`src/rtl/pipe4_pkg.sv`:
```
package pipe4_pkg;
  typedef enum logic [3:0] {
    OP_NOP   = 4'd0,
    OP_LOAD  = 4'd1,
    OP_STORE = 4'd2,
    OP_ADDI  = 4'd3
  } opc_e;

  localparam logic [15:0] NOP_WORD = 16'h0000;

  function automatic logic [3:0] fld_op(input logic [15:0] w);
    return w[15:12];
  endfunction
  function automatic logic [3:0] fld_rd(input logic [15:0] w);
    return w[11:8];
  endfunction
  function automatic logic [3:0] fld_rx(input logic [15:0] w);
    return w[7:4];
  endfunction
  function automatic logic [3:0] fld_imm(input logic [15:0] w);
    return w[3:0];
  endfunction

  function automatic logic is_mem(input logic [3:0] op);
    return (op == OP_LOAD) || (op == OP_STORE);
  endfunction
  function automatic logic writes_rf(input logic [3:0] op);
    return (op == OP_LOAD) || (op == OP_ADDI);
  endfunction
endpackage

```
`src/rtl/p4_fetch.sv`:
```
module p4_fetch
  import pipe4_pkg::*;
#(
  parameter int PCW = 16
) (
  input  logic           clk,
  input  logic           rst,
  input  logic [15:0]    imem_data,
  output logic [PCW-1:0] pc,
  output logic [15:0]    if_ir
);
  localparam logic [PCW-1:0] STEP = PCW'(2);

  always_ff @(posedge clk) begin
    if (rst) begin
      pc    <= '0;
      if_ir <= NOP_WORD;
    end else begin
      pc    <= pc + STEP;
      if_ir <= imem_data;
    end
  end

  // the fetch PC advances by one halfword each cycle
  a_r1_pc_step: assert property (@(posedge clk) disable iff (rst)
    1'b1 |=> pc == $past(pc) + STEP);
endmodule

```
`src/rtl/p4_regfile.sv`:
```
module p4_regfile #(
  parameter int XLEN = 32,
  parameter int AW   = 4
) (
  input  logic            clk,
  input  logic            rst,
  input  logic [AW-1:0]   raddr_a,
  output logic [XLEN-1:0] rdata_a,
  input  logic [AW-1:0]   raddr_b,
  output logic [XLEN-1:0] rdata_b,
  input  logic            we,
  input  logic [AW-1:0]   waddr,
  input  logic [XLEN-1:0] wdata
);
  localparam int NREG = 1 << AW;

  logic [XLEN-1:0] regs [NREG];

  always_ff @(posedge clk) begin
    if (rst) begin
      for (int i = 0; i < NREG; i++) regs[i] <= '0;
    end else if (we && (waddr != '0)) begin
      regs[waddr] <= wdata;
    end
  end

  // reads return the value before any write at the coming edge
  assign rdata_a = regs[raddr_a];
  assign rdata_b = regs[raddr_b];

  // a write-back lands at the edge that ends its cycle
  a_r3_write_lands: assert property (@(posedge clk) disable iff (rst)
    (we && (waddr != '0)) |=> regs[$past(waddr)] == $past(wdata));
endmodule

```
`src/rtl/p4_operand.sv`:
```
module p4_operand
  import pipe4_pkg::*;
#(
  parameter int XLEN = 32,
  parameter int PCW  = 16
) (
  input  logic            clk,
  input  logic            rst,
  input  logic [15:0]     if_ir,
  input  logic [PCW-1:0]  fetch_pc,
  output logic [3:0]      raddr_a,
  input  logic [XLEN-1:0] rdata_a,
  output logic [3:0]      raddr_b,
  input  logic [XLEN-1:0] rdata_b,
  output logic [3:0]      of_op,
  output logic [3:0]      of_rd,
  output logic [3:0]      of_imm,
  output logic [XLEN-1:0] of_ea,
  output logic [XLEN-1:0] of_op1
);
  logic [3:0]      op, rd, rx;
  logic [XLEN-1:0] base, ea_n, op1_n;

  always_comb begin
    op      = fld_op(if_ir);
    rd      = fld_rd(if_ir);
    rx      = fld_rx(if_ir);
    raddr_a = rx;
    raddr_b = rd;
    base    = (rx == 4'd0) ? XLEN'(fetch_pc) : rdata_a;
    ea_n    = is_mem(op) ? base : '0;
    op1_n   = (rd == 4'd0) ? '0 : rdata_b;
  end

  always_ff @(posedge clk) begin
    if (rst) begin
      of_op  <= OP_NOP;
      of_rd  <= '0;
      of_imm <= '0;
      of_ea  <= '0;
      of_op1 <= '0;
    end else begin
      of_op  <= op;
      of_rd  <= rd;
      of_imm <= fld_imm(if_ir);
      of_ea  <= ea_n;
      of_op1 <= op1_n;
    end
  end

  // index zero selects the fetch PC as address base
  a_r4_pc_base: assert property (@(posedge clk) disable iff (rst)
    (is_mem(fld_op(if_ir)) && (fld_rx(if_ir) == 4'd0))
      |=> of_ea == XLEN'($past(fetch_pc)));

  // operand register zero reads as the constant zero
  a_r7_zero_operand: assert property (@(posedge clk) disable iff (rst)
    (fld_rd(if_ir) == 4'd0) |=> of_op1 == '0);
endmodule

```
`src/rtl/p4_execute.sv`:
```
module p4_execute
  import pipe4_pkg::*;
#(
  parameter int XLEN = 32
) (
  input  logic            clk,
  input  logic            rst,
  input  logic [3:0]      of_op,
  input  logic [3:0]      of_rd,
  input  logic [3:0]      of_imm,
  input  logic [XLEN-1:0] of_ea,
  input  logic [XLEN-1:0] of_op1,
  output logic [XLEN-1:0] dmem_addr,
  output logic            dmem_we,
  output logic [XLEN-1:0] dmem_wdata,
  input  logic [XLEN-1:0] dmem_rdata,
  output logic            ex_wr,
  output logic [3:0]      ex_rd,
  output logic [XLEN-1:0] ex_res
);
  function automatic logic [XLEN-1:0] sum_imm(input logic [XLEN-1:0] a,
                                               input logic [3:0] imm);
    return a + XLEN'(imm);
  endfunction

  logic [XLEN-1:0] res_n;

  always_comb begin
    dmem_addr  = of_ea;
    dmem_we    = (of_op == OP_STORE);
    dmem_wdata = of_op1;
    res_n      = (of_op == OP_LOAD) ? dmem_rdata : sum_imm(of_op1, of_imm);
  end

  always_ff @(posedge clk) begin
    if (rst) begin
      ex_wr  <= 1'b0;
      ex_rd  <= '0;
      ex_res <= '0;
    end else begin
      ex_wr  <= writes_rf(of_op) && (of_rd != 4'd0);
      ex_rd  <= of_rd;
      ex_res <= res_n;
    end
  end

  // a write-back never names register zero
  a_r8_no_zero_dest: assert property (@(posedge clk) disable iff (rst)
    ex_wr |-> ex_rd != 4'd0);
endmodule

```
`src/rtl/pipe4_core.sv`:
```
module pipe4_core
  import pipe4_pkg::*;
#(
  parameter int XLEN = 32,
  parameter int PCW  = 16
) (
  input  logic            clk,
  input  logic            rst,
  output logic [PCW-1:0]  imem_addr,
  input  logic [15:0]     imem_data,
  output logic [XLEN-1:0] dmem_addr,
  output logic            dmem_we,
  output logic [XLEN-1:0] dmem_wdata,
  input  logic [XLEN-1:0] dmem_rdata,
  output logic            wb_en,
  output logic [3:0]      wb_reg,
  output logic [XLEN-1:0] wb_data
);
  logic [PCW-1:0]  pc;
  logic [15:0]     if_ir;
  logic [3:0]      ra, rb, of_op, of_rd, of_imm, ex_rd;
  logic [XLEN-1:0] rda, rdb, of_ea, of_op1, ex_res;
  logic            ex_wr;

  p4_fetch #(.PCW(PCW)) u_fetch (
    .clk(clk), .rst(rst), .imem_data(imem_data), .pc(pc), .if_ir(if_ir)
  );

  p4_regfile #(.XLEN(XLEN), .AW(4)) u_rf (
    .clk(clk), .rst(rst),
    .raddr_a(ra), .rdata_a(rda), .raddr_b(rb), .rdata_b(rdb),
    .we(ex_wr), .waddr(ex_rd), .wdata(ex_res)
  );

  p4_operand #(.XLEN(XLEN), .PCW(PCW)) u_opnd (
    .clk(clk), .rst(rst), .if_ir(if_ir), .fetch_pc(pc),
    .raddr_a(ra), .rdata_a(rda), .raddr_b(rb), .rdata_b(rdb),
    .of_op(of_op), .of_rd(of_rd), .of_imm(of_imm),
    .of_ea(of_ea), .of_op1(of_op1)
  );

  p4_execute #(.XLEN(XLEN)) u_exec (
    .clk(clk), .rst(rst),
    .of_op(of_op), .of_rd(of_rd), .of_imm(of_imm), .of_ea(of_ea), .of_op1(of_op1),
    .dmem_addr(dmem_addr), .dmem_we(dmem_we), .dmem_wdata(dmem_wdata),
    .dmem_rdata(dmem_rdata),
    .ex_wr(ex_wr), .ex_rd(ex_rd), .ex_res(ex_res)
  );

  assign imem_addr = pc;
  assign wb_en     = ex_wr;
  assign wb_reg    = ex_rd;
  assign wb_data   = ex_res;

  // cycles since reset, saturating once the pipeline is full
  logic [1:0] fill_cnt;
  always_ff @(posedge clk) begin
    if (rst) fill_cnt <= '0;
    else if (fill_cnt != 2'd3) fill_cnt <= fill_cnt + 2'd1;
  end

  // the last stage holds the word fetched three cycles earlier
  a_r3_four_stage: assert property (@(posedge clk) disable iff (rst)
    (fill_cnt == 2'd3) |-> ex_rd == fld_rd($past(imem_data, 3)));

  // nothing retires while the pipeline fills
  a_r12_quiet_fill: assert property (@(posedge clk) disable iff (rst)
    (fill_cnt != 2'd3) |-> !wb_en);

  // no store before the first instruction reaches stage 3
  a_r12_no_early_store: assert property (@(posedge clk) disable iff (rst)
    (fill_cnt < 2'd2) |-> !dmem_we);
endmodule

```
`config.mk`:
```
export PLATFORM = sky130hd
export DESIGN_NAME = pipe4_core
export DESIGN_NICKNAME = d
export VERILOG_FILES = /design/src/rtl/pipe4_pkg.sv /design/src/rtl/p4_fetch.sv /design/src/rtl/p4_regfile.sv /design/src/rtl/p4_operand.sv /design/src/rtl/p4_execute.sv /design/src/rtl/pipe4_core.sv
export SDC_FILE = /design/constraint.sdc
export NUM_CORES = 1
export LEC_CHECK = 0
export BUFFER_PORTS_ARGS = -buffer_cell sky130_fd_sc_hd__buf_2
export CAP_MARGIN = 10
export CORE_ASPECT_RATIO = 0.6
export CORE_MARGIN = 1
export CORE_UTILIZATION = 35
export CTS_CLUSTER_SIZE = 14
export DETAILED_ROUTE_END_ITERATION = 16
export PLACE_DENSITY = 0.6
export SYNTH_ARGS = -nofsm -noshare
export SYNTH_HDL_FRONTEND = slang
export SYNTH_SLANG_ARGS = --single-unit
```
`constraint.sdc`:
```
create_clock -name clk -period 5.5 [get_ports clk]
set_input_delay 0.275 -clock clk [delete_from_list [all_inputs] [get_ports clk]]
set_output_delay 0.275 -clock clk [all_outputs]
set_load 0.1 [all_outputs]
```
## Yosys cells after proc, flatten, opt, wreduce, memory -nomap -nowiden

Memory sizes are Yosys's and may differ from the RTL's. A register that Yosys moved wholly into a read port is not among the register bits.
Index checks and enable logic that the tools add are counted.

| cells by class | value |
|---|---|
| bitwise gates (word level) | 1 |
| equality and inequality tests | 5 |
| reductions and logical operators | 12 |
| muxes and demuxes | 11 |
| add/subtract/negate cells | 2 |

Operators with widths:

| cell | count |
|---|---|
| $mux 32 | 2 |
| $add 32x4->32 | 1 |
| $reduce_or 32->1 | 1 |
| $add 16x2->16 const B | 1 |
| $mux 16 | 1 |
| $eq 4x2->1 const B | 3 |
| $eq 4x1->1 const B | 2 |
| $logic_not 4->1 | 2 |
| $mux 4 | 2 |
| $reduce_bool 4->1 | 2 |
| $mux 1 | 6 |
| $reduce_or 2->1 | 2 |
| $reduce_or 3->1 | 1 |
| $logic_and 1x1->1 | 2 |
| $logic_or 1x1->1 | 2 |
| $not 1->1 | 1 |

| word-level totals | value |
|---|---|
| output and inout port bits | 118 |
| logic and storage cells | 42 |
| memories kept | 1 |
| memory bits (writable) | 512 |
| bits in registers | 113 |
| input port bits | 50 |

Memories:

| name | depth | bits a word | read ports | clocked after memory_dff | wr ports | line | RTL |
|---|---|---|---|---|---|---|---|
| u_rf.regs | 16 | 32 | 2 | 2 | 16 | p4_regfile.sv:17 | `logic [XLEN-1:0] regs [NREG];` |

## Logic depth before layout (Yosys ltp)

Gate-level depths: netlist (run 1).

| logic depth | value |
|---|---|
| depth in word-level cells | 7 |
| mapped depth | 8 |
| mapped depth without buffers | 6 |

## Cells and area by module

A second synthesis (run 1) with hierarchy kept.

| second synthesis, totals | value |
|---|---|
| cells, all modules | 2302 |
| area, all modules | 32504.9 sq um |

Modules (own cells, without submodules):

| module | area each (sq um) | sequential area each (sq um) | cells each | instances |
|---|---|---|---|---|
| p4_regfile | 26330.3 | 15374.7 | 1652 | 1 |
| p4_execute | 2736.4 | 740.7 | 333 | 1 |
| p4_operand | 2348.5 | 1521.5 | 210 | 1 |
| p4_fetch | 1089.8 | 620.6 | 107 | 1 |

## Least setup slack after synthesis (run 1)

Ideal clock, no wire load.

| path | value |
|---|---|
| path kind | register to output |
| start point | register u_opnd.of_op[0] |
| end point | output dmem_we |
| slack | 1.767 ns |
| data required time | 5.225 ns |
| cell stages (with the launch flop) | 2 |
| buffers on the path | 0 |
| data arrival time | 3.458 ns |
| path through | dfxtp_1 -> nor4b_1 |

| on the way | value |
|---|---|
| cells in the longest elaborated chain, start to end | 1 |

Ends and longest elaborated chain:

| item | line | RTL |
|---|---|---|
| start: declaration | p4_operand.sv:15 | `output logic [3:0] of_op,` |
| start signal: assignment | p4_operand.sv:43 | `of_op <= op;` |
| $eq 4x2->1 | p4_execute.sv:30 | `dmem_we = (of_op == OP_STORE);` |
| end: declaration | pipe4_core.sv:12 | `output logic dmem_we,` |

Every way passes these cells.

==> results.json, run 1 <==
{
  "cts-root-buf": "sky130_fd_sc_hd__clkbuf_16",
  "num-fill-cells": 8378,
  "synth_simple_gate_area_share_pct": 13.7,
  "run_status": "complete, no violations",
  "horiz_die_dim_microns": 393,
  "yosysUniqueCellTypes": 55,
  "worst_slew_pin_slew_ps": 1220,
  "layout.nets": 2587,
  "grt_usage_pct": 22.6,
  "synth-compound-area-share_pct": 6.10,
  "worst_skew_pair.late_latency_ps": 660,
  "ys_warn_count": 0,
  "timing.final.max_slew_violations": 0,
  "floorplan.die_area_sq_um": 92900,
  "post-layout-total-power_w": 0.0113,
  "cp_data_arrival_time_ps": 3470,
  "grt_pass1_wl_microns": 151000,
  "gp_routability_congestion": 0.838,
  "power.ir.vdd_worst_v": 0.000223,
  "clock-skew-final_ps": 29.1,
  "numPlacedInstances": 3643,
  "cts-root-to-sink-buffers": 3,
  "multi_input_comb_area_sq_um": 13200,
  "cts_buffers": 59,
  "ioPinCount": 168,
  "timing.final.hold_violations": 0,
  "post_cts_resize_count": 0,
  "number_of_antenna_violations_at_the_first_check_in_global_routing": 5,
  "synthTopCellsByArea": "sky130_fd_sc_hd__edfxtp_1, sky130_fd_sc_hd__mux4_2, sky130_fd_sc_hd__and2_1",
  "clock-sinks": 656,
  "fin_crit_sh_pct": 58.4,
  "synth_largest_type_area_fraction_pct": 47.9,
  "final_cell_mix": "sky130_fd_sc_hd__edfxtp_1, sky130_fd_sc_hd__and2_1, sky130_fd_sc_hd__mux2i_1",
  "synth_top_area_cell": "sky130_fd_sc_hd__edfxtp_1",
  "worst_ep_required_time_ps": 5760,
  "placement.io_buffers": 166,
  "starting_density_pct": 35.6,
  "drv.max_cap_violation_count": 0,
  "crit_path_max_fanout": 33,
  "avgSynthCellArea_sq_um": 13.4,
  "synth_enable_flop_cells": 512,
  "floorplan.rows": 85,
  "tritoncts": "done",
  "layout.cell_area.non_filler_sq_um": 36600,
  "fin_cells": 3803,
  "layout.area.seq_sq_um": 18300,
  "chipHeight_microns": 236,
  "timing.slew.headroom_pct": 18.8,
  "drt-pass1-iter-count": 5,
  "post_route_cells_drive_above_1_share_pct": 20.7,
  "clock_slew_seen_by_the_registers_of_the_worst_setup_and_hold_paths_ps": 70,
  "drt_first_iter_violations": 2853,
  "syn-cell-area_sq_um": 32100,
  "synthAdderAreaFrac_pct": 0.257,
  "hpwlAfterDp_microns": 68000,
  "wl_per_cell_microns": 28.0,
  "layout.cells.most_common": "sky130_fd_sc_hd__edfxtp_1",
  "drt-vias-per-instance": 5.72,
  "cp-end-kind": "flip-flop",
  "postSynthRegisterBits": 656,
  "cp-start-kind": "flip-flop",
  "drt_drc_violations_left": 0,
  "leakagePower_nw": 13.2,
  "finalCriticalPeriod_ps": 3210,
  "grt_setup_unrepaired": "no",
  "detail-route-antenna-nets": 0,
  "detail_route.wirelength_microns": 106000,
  "max_clock_freq_mhz": 311,
  "num_vias": 21744,
  "globalRoute.totalOverflow": 0,
  "synth-seq-area-share_pct": 56.9,
  "design.core.area_sq_um": 90200,
  "dpl_cell_area_sq_um": 34300,
  "largest_family_of_logic_cells_by_synthesized_area": "multiplexers",
  "area.growth.synth_to_final_pct": 14.2,
  "cts.htree.levels": 2,
  "postSynth.asyncResetShare_pct": 0,
  "setup-tns-final_ps": 0,
  "final-setup-viol-count": 0,
  "yosys.area_share.xor_xnor_pct": 0.382,
  "synthCells": 2386,
  "worst_hold_path_type": "in -> reg",
  "mux_share_of_post_synthesis_cell_area_pct": 19.9,
  "pin_count_of_the_biggest_net_entering_global_routing": 111,
  "power.density_nw_per_um2": 308,
  "first_global_vias": 21013,
  "synth-main-ff-cell": "sky130_fd_sc_hd__edfxtp_1",
  "criticalPathCategory": "reg -> reg"
}
path summary, 6_finish.rpt:
| kind | start | end | slack, ps | cells after the start |
|---|---|---|---|---|
| max | u_exec.ex_wr$_SDFF_PP0_ | u_rf.regs[3][7]$_SDFFCE_PN0P_ | 2290 | 3 |
| min | dmem_rdata[26] | u_exec.ex_res[26]$_SDFF_PP0_ | 20 | 3 |
| max reg2reg | u_exec.ex_wr$_SDFF_PP0_ | u_rf.regs[3][7]$_SDFFCE_PN0P_ | 2290 | 3 |
| min reg2reg | u_fetch.if_ir[2]$_SDFF_PP0_ | u_opnd.of_imm[2]$_SDFF_PP0_ | 440 | 1 |
per-layer routing:
layer	part of all wire [%]	up-vias	track usage, %	wire [microns]
li1	-	9246	-	-
met1	43	11173	33.3	45700
met2	43	1183	32.8	45700
met3	12	140	5.98	12500
met4	2.3	2	5.60	2480
met5	0.012	-	0	13
power breakdown:
group	switching [W]	internal, W	total, W
clock	0.00193	0.00229	0.00422
sequential	0.000233	0.00553	0.00576
combinational	0.000895	0.000421	0.00132
total	0.00306	0.00824	0.0113
cell usage after synthesis, drive strengths merged, types with 3 or more instances:
cell	number
edfxtp	512
nand4	12
nand3	17
or3	9
o31ai	19
nor3	9
o22ai	64
buf	45
nand2	55
nor2	59
a21oi	76
a311oi	19
clkbuf	170
a2bb2oi	15
or2	15
o21ai	119
inv	8
nor3b	3
a211o	3
nor2b	32
a211oi	5
nor4	7
ha	5
or4	22
mux2i	239
and2	482
nand2b	4
mux4	177
xnor2	13
and3	5
and4	4
dfxtp	144
sequential cells by signal, indices dropped and copies added, names as in the netlist:
register       cells
u_exec.ex_res     32
u_fetch.pc        15
u_rf.regs        512
u_opnd.of_ea      32
u_opnd.of_rd       4
u_opnd.of_op       4
u_exec.ex_wr       1
u_opnd.of_imm      4
u_fetch.if_ir     16
u_opnd.of_op1     32
u_exec.ex_rd       4
through the flow:
stage	utilization (%)	setup slack [ps]	hold slack (ps)
6_report	40.6	2290	23.4
5_1_grt	40.6	2140	17.9
4_1_cts	40.6	2260	5.65
3_5_place_dp	38.0	2090	427
3_3_place_gp	38.0	2060	419
2_1_floorplan	-	1770	403
critical path, cell delays in order, from the launching register on:
cell and delay (ps):
sky130_fd_sc_hd__dfxtp_1 400, sky130_fd_sc_hd__or4b_2 740, sky130_fd_sc_hd__nor2_4 740, sky130_fd_sc_hd__or2_2 910
layout make-up:
class | count | area share, %
Sequential cell | 656 | 49.9
Multi-Input combinational cell | 1539 | 35.9
Inverter | 8 | 0.0888
Tap cell | 1218 | 4.16
Timing Repair Buffer | 267 | 4.70
Antenna cell | 4 | 0.0273
Clock inverter | 31 | 0.758
Clock buffer | 80 | 4.42
repair_timing:
action,in CTS,in global routing
setup buffers,0,0
hold endpoints to repair,40,0
hold buffers,45,0
logic make-up (layout without fill, tap and decap cells):
group | Yosys count | after routing
AO/OA/AOI/OAI | 329 | 329
XOR/XNOR | 14 | 14
flip-flops | 656 | 656
AND/OR/NAND/NOR | 741 | 741
multiplexers | 416 | 416
buffers and inverters | 223 | 386
other | 1 | 37
adder cells (fa/ha/maj) | 6 | 6
(Power assumes the default switching activity.)
==> run 2: changes to the inputs <==
- ABC_AREA: not set -> 1
- PLACE_DENSITY: 0.6 -> 0.59
- clock period: 5.5 -> 3.3 ns (I/O delays scaled with it)
==> run 2 against run 1 <==
Sequential share of layout area down 0.97 points. Non-clock buffer count up 24. Wire length up 12%. Maximum frequency up 22%. Utilization about the same. Total power up 74%. Via count up 32%. Register-to-register slack worse by 1600 ps. Sequential cell count unchanged. Synthesized cell count up 62%. First-iteration DRC count up 40%. Critical path depth up 8. Highest routed layer is now met4.
==> results.json, run 2 <==
{
  "run_status": "complete, no violations",
  "layout.cells.most_common": "sky130_fd_sc_hd__nor2_1",
  "drt-pass1-iter-count": 6,
  "floorplan.die_area_sq_um": 94300,
  "finalCriticalPeriod_ps": 2630,
  "synth_enable_flop_cells": 512,
  "leakagePower_nw": 14.1,
  "postSynth.asyncResetShare_pct": 0,
  "synth-seq-area-share_pct": 56.0,
  "clockPowerShare_pct": 38.6,
  "power.ir.vdd_worst_v": 0.000411,
  "seq_pwr_share_pct": 48.1,
  "cts.htree.levels": 2,
  "post-route-util_pct": 40.6,
  "criticalPathCategory": "reg -> reg",
  "final-setup-viol-count": 0,
  "worst_slew_pin_slew_ps": 979,
  "design.core.area_sq_um": 92000,
  "setup-tns-final_ps": 0,
  "cp-end-kind": "flip-flop",
  "critPathMaxStageDelay_ps": 520,
  "number_of_antenna_violations_at_the_first_check_in_global_routing": 2,
  "clock_slew_seen_by_the_registers_of_the_worst_setup_and_hold_paths_ps": 70,
  "drt_first_iter_violations": 4006,
  "post_route_cells_drive_above_1_share_pct": 9.76,
  "layout.area.seq_sq_um": 18300,
  "post-synth-top-count-cell": "sky130_fd_sc_hd__nor2_1",
  "worst_ep_required_time_ps": 3830,
  "power.switching_w": 0.00562,
  "globalRoute.totalOverflow": 0,
  "power.share.switching_pct": 28.6,
  "timing.final.max_slew_violations": 0,
  "ys_warn_count": 0,
  "layout.nets": 3998,
  "drt-vias-per-instance": 5.47,
  "fin_crit_sh_pct": 79.6,
  "synthTopCellsByArea": "sky130_fd_sc_hd__edfxtp_1, sky130_fd_sc_hd__dfxtp_1, sky130_fd_sc_hd__nor2_1",
  "num-fill-cells": 9216,
  "clock-skew-final_ps": 39.9,
  "synthCells": 3857,
  "cts_buffers": 60,
  "drt_drc_violations_left": 0,
  "path_cells": "ha_1 -> fa_1 -> nand2_1 -> nand2_1 -> nand3_1 -> nor2_1 -> nand2_1 -> nand2_1 -> nand3_1 -> nand3_1 -> inv_1",
  "multi_input_comb_area_sq_um": 11800,
  "cts-root-to-sink-buffers": 3,
  "timing.final.hold_violations": 0,
  "chipHeight_microns": 238,
  "synth.cells.most_frequent": "sky130_fd_sc_hd__nor2_1, sky130_fd_sc_hd__edfxtp_1, sky130_fd_sc_hd__nand2_1",
  "cp.buffers_inverters": 1,
  "pin_count_of_the_biggest_net_entering_global_routing": 183,
  "critical_path.top_delay_family": "simple AND/OR/NAND/NOR gates",
  "hpwlAfterDp_microns": 75900,
  "gp_routability_congestion": 0.891,
  "floorplan.rows": 86,
  "detail-route-antenna-nets": 0,
  "postSynthRegisterBits": 656,
  "worst_hold_path_type": "in -> reg",
  "max_clock_freq_mhz": 381,
  "first_global_vias": 25409,
  "horiz_die_dim_microns": 396,
  "p_int_w": 0.0141,
  "syn-cell-area_sq_um": 32600,
  "placement.io_buffers": 166,
  "critical_path.most_common_cell": "sky130_fd_sc_hd__nand2_1",
  "ioPinCount": 168,
  "registers.top_by_ff_count": "u_rf.regs",
  "worst_skew_pair.late_latency_ps": 670,
  "synth_top_area_cell": "sky130_fd_sc_hd__edfxtp_1",
  "clock-sinks": 656,
  "crit_path_max_fanout": 9,
  "cp-start-kind": "flip-flop",
  "grt_usage_pct": 24.6,
  "yosysUniqueCellTypes": 33,
  "tritoncts": "done",
  "drv.max_cap_violation_count": 0,
  "final_cell_mix": "sky130_fd_sc_hd__nor2_1, sky130_fd_sc_hd__edfxtp_1, sky130_fd_sc_hd__nand2_1",
  "synth_largest_type_area_fraction_pct": 47.2,
  "cp_data_arrival_time_ps": 3160,
  "power.density_nw_per_um2": 527,
  "cts_setup_buffers": 0,
  "starting_density_pct": 35.4,
  "grt_pass1_wl_microns": 173000,
  "grt_setup_unrepaired": "no",
  "largest_register_ff_count": 512,
  "area.growth.synth_to_final_pct": 14.7,
  "detail_route.wirelength_microns": 119000,
  "pwr-share-comb_pct": 13.4,
  "avgSynthCellArea_sq_um": 8.45,
  "wl_per_cell_microns": 22.8,
  "num_vias": 28622,
  "timing.slew.headroom_pct": 34.7,
  "cts-root-buf": "sky130_fd_sc_hd__clkbuf_16",
  "worst_path_max_delay_cell": "sky130_fd_sc_hd__nor2_1",
  "synth-main-ff-cell": "sky130_fd_sc_hd__edfxtp_1"
}
-- run 2: changes by cell type in the layout (fill, tap and decap cells not counted), moves of 51 or more --
cell and delta:
sky130_fd_sc_hd__mux2i_1 -239, sky130_fd_sc_hd__nand3_1 +247, sky130_fd_sc_hd__nor2_1 +660, sky130_fd_sc_hd__a21oi_1 +228
sky130_fd_sc_hd__o21ai_0 +347, sky130_fd_sc_hd__o211ai_1 +135, sky130_fd_sc_hd__nand2_1 +424, sky130_fd_sc_hd__mux4_2 -177
sky130_fd_sc_hd__o22ai_1 -51, sky130_fd_sc_hd__and2_1 -482, sky130_fd_sc_hd__inv_1 +380
-- run 2: cell type report --
class	count	share of cell area [%]
Inverter	392	3.94
Timing Repair Buffer	291	5.84
Multi-Input combinational cell	2541	31.6
Antenna cell	2	0.0134
Tap cell	1232	4.13
Sequential cell	656	48.9
Clock buffer	92	4.86
Clock inverter	22	0.737
-- run 2: per-stage QoR --
stage | instances | hold WS (ps) | instance area (sq um) | power, W | setup slack [ps]
global route | 5227 | 263 | 37400 | 0.0203 | 531
global placement | 5063 | 371 | 34800 | 0.0122 | 914
floorplan | 3889 | 272 | 32700 | 0.0113 | 178
CTS | 5226 | 218 | 37400 | 0.0197 | 834
detailed placement | 5063 | 375 | 34800 | 0.0122 | 884
finish | 5228 | 236 | 37400 | 0.0197 | 675
-- run 2: repair_timing --
action	CTS	global route
hold endpoints to repair	51	0
hold buffers	49	0
resized for setup	0	0
-- run 2: path summary, 6_finish.rpt --
path,from,to,slack [ps],cells after the start
hold / removal,imem_data[2],u_fetch.if_ir[2]$_SDFF_PP0_,240,4
setup reg to reg,u_opnd.of_op1[0]$_SDFF_PP0_,u_exec.ex_res[26]$_SDFF_PP0_,670,11
hold reg to reg,u_fetch.if_ir[1]$_SDFF_PP0_,u_opnd.of_imm[1]$_SDFF_PP0_,400,2
setup / recovery,u_opnd.of_op1[0]$_SDFF_PP0_,u_exec.ex_res[26]$_SDFF_PP0_,670,11
-- run 2: metal layers --
metal	vias to the layer above	part of all wire, %	GRT usage, %
met3	159	12	4.81
met5	-	0	0
met2	1708	40	34.1
li1	13084	-	-
met1	13671	45	38.2
met4	0	2.7	6.83
-- run 2: power by group through the flow --
stage          Clock [W]  Sequential [W]  Combinational (W)
3_5_place_dp           0         0.00964            0.00255
6_report         0.00760         0.00946            0.00263
2_1_floorplan          0          0.0100            0.00124
5_1_grt          0.00796         0.00949            0.00281
3_3_place_gp           0         0.00963            0.00254
4_1_cts          0.00766         0.00946            0.00260
-- run 2: cells by family after synthesis --
family | Yosys count | share of synthesized area [%]
AOI/OAI and AO/OA | 976 | 16.2
xor gates and xnor gates | 10 | 0.269
other | 1 | 0.0115
buffers and inverters | 692 | 8.45
and+or+nand+nor | 1516 | 18.8
adders and majority gates | 6 | 0.253
DFF | 656 | 56.0
-- run 2: worst min-delay path: stages --
cell and delay (ps):
sky130_fd_sc_hd__dlygate4sd3_1 520, sky130_fd_sc_hd__buf_2 100, sky130_fd_sc_hd__inv_1 30, sky130_fd_sc_hd__nor2_1 60
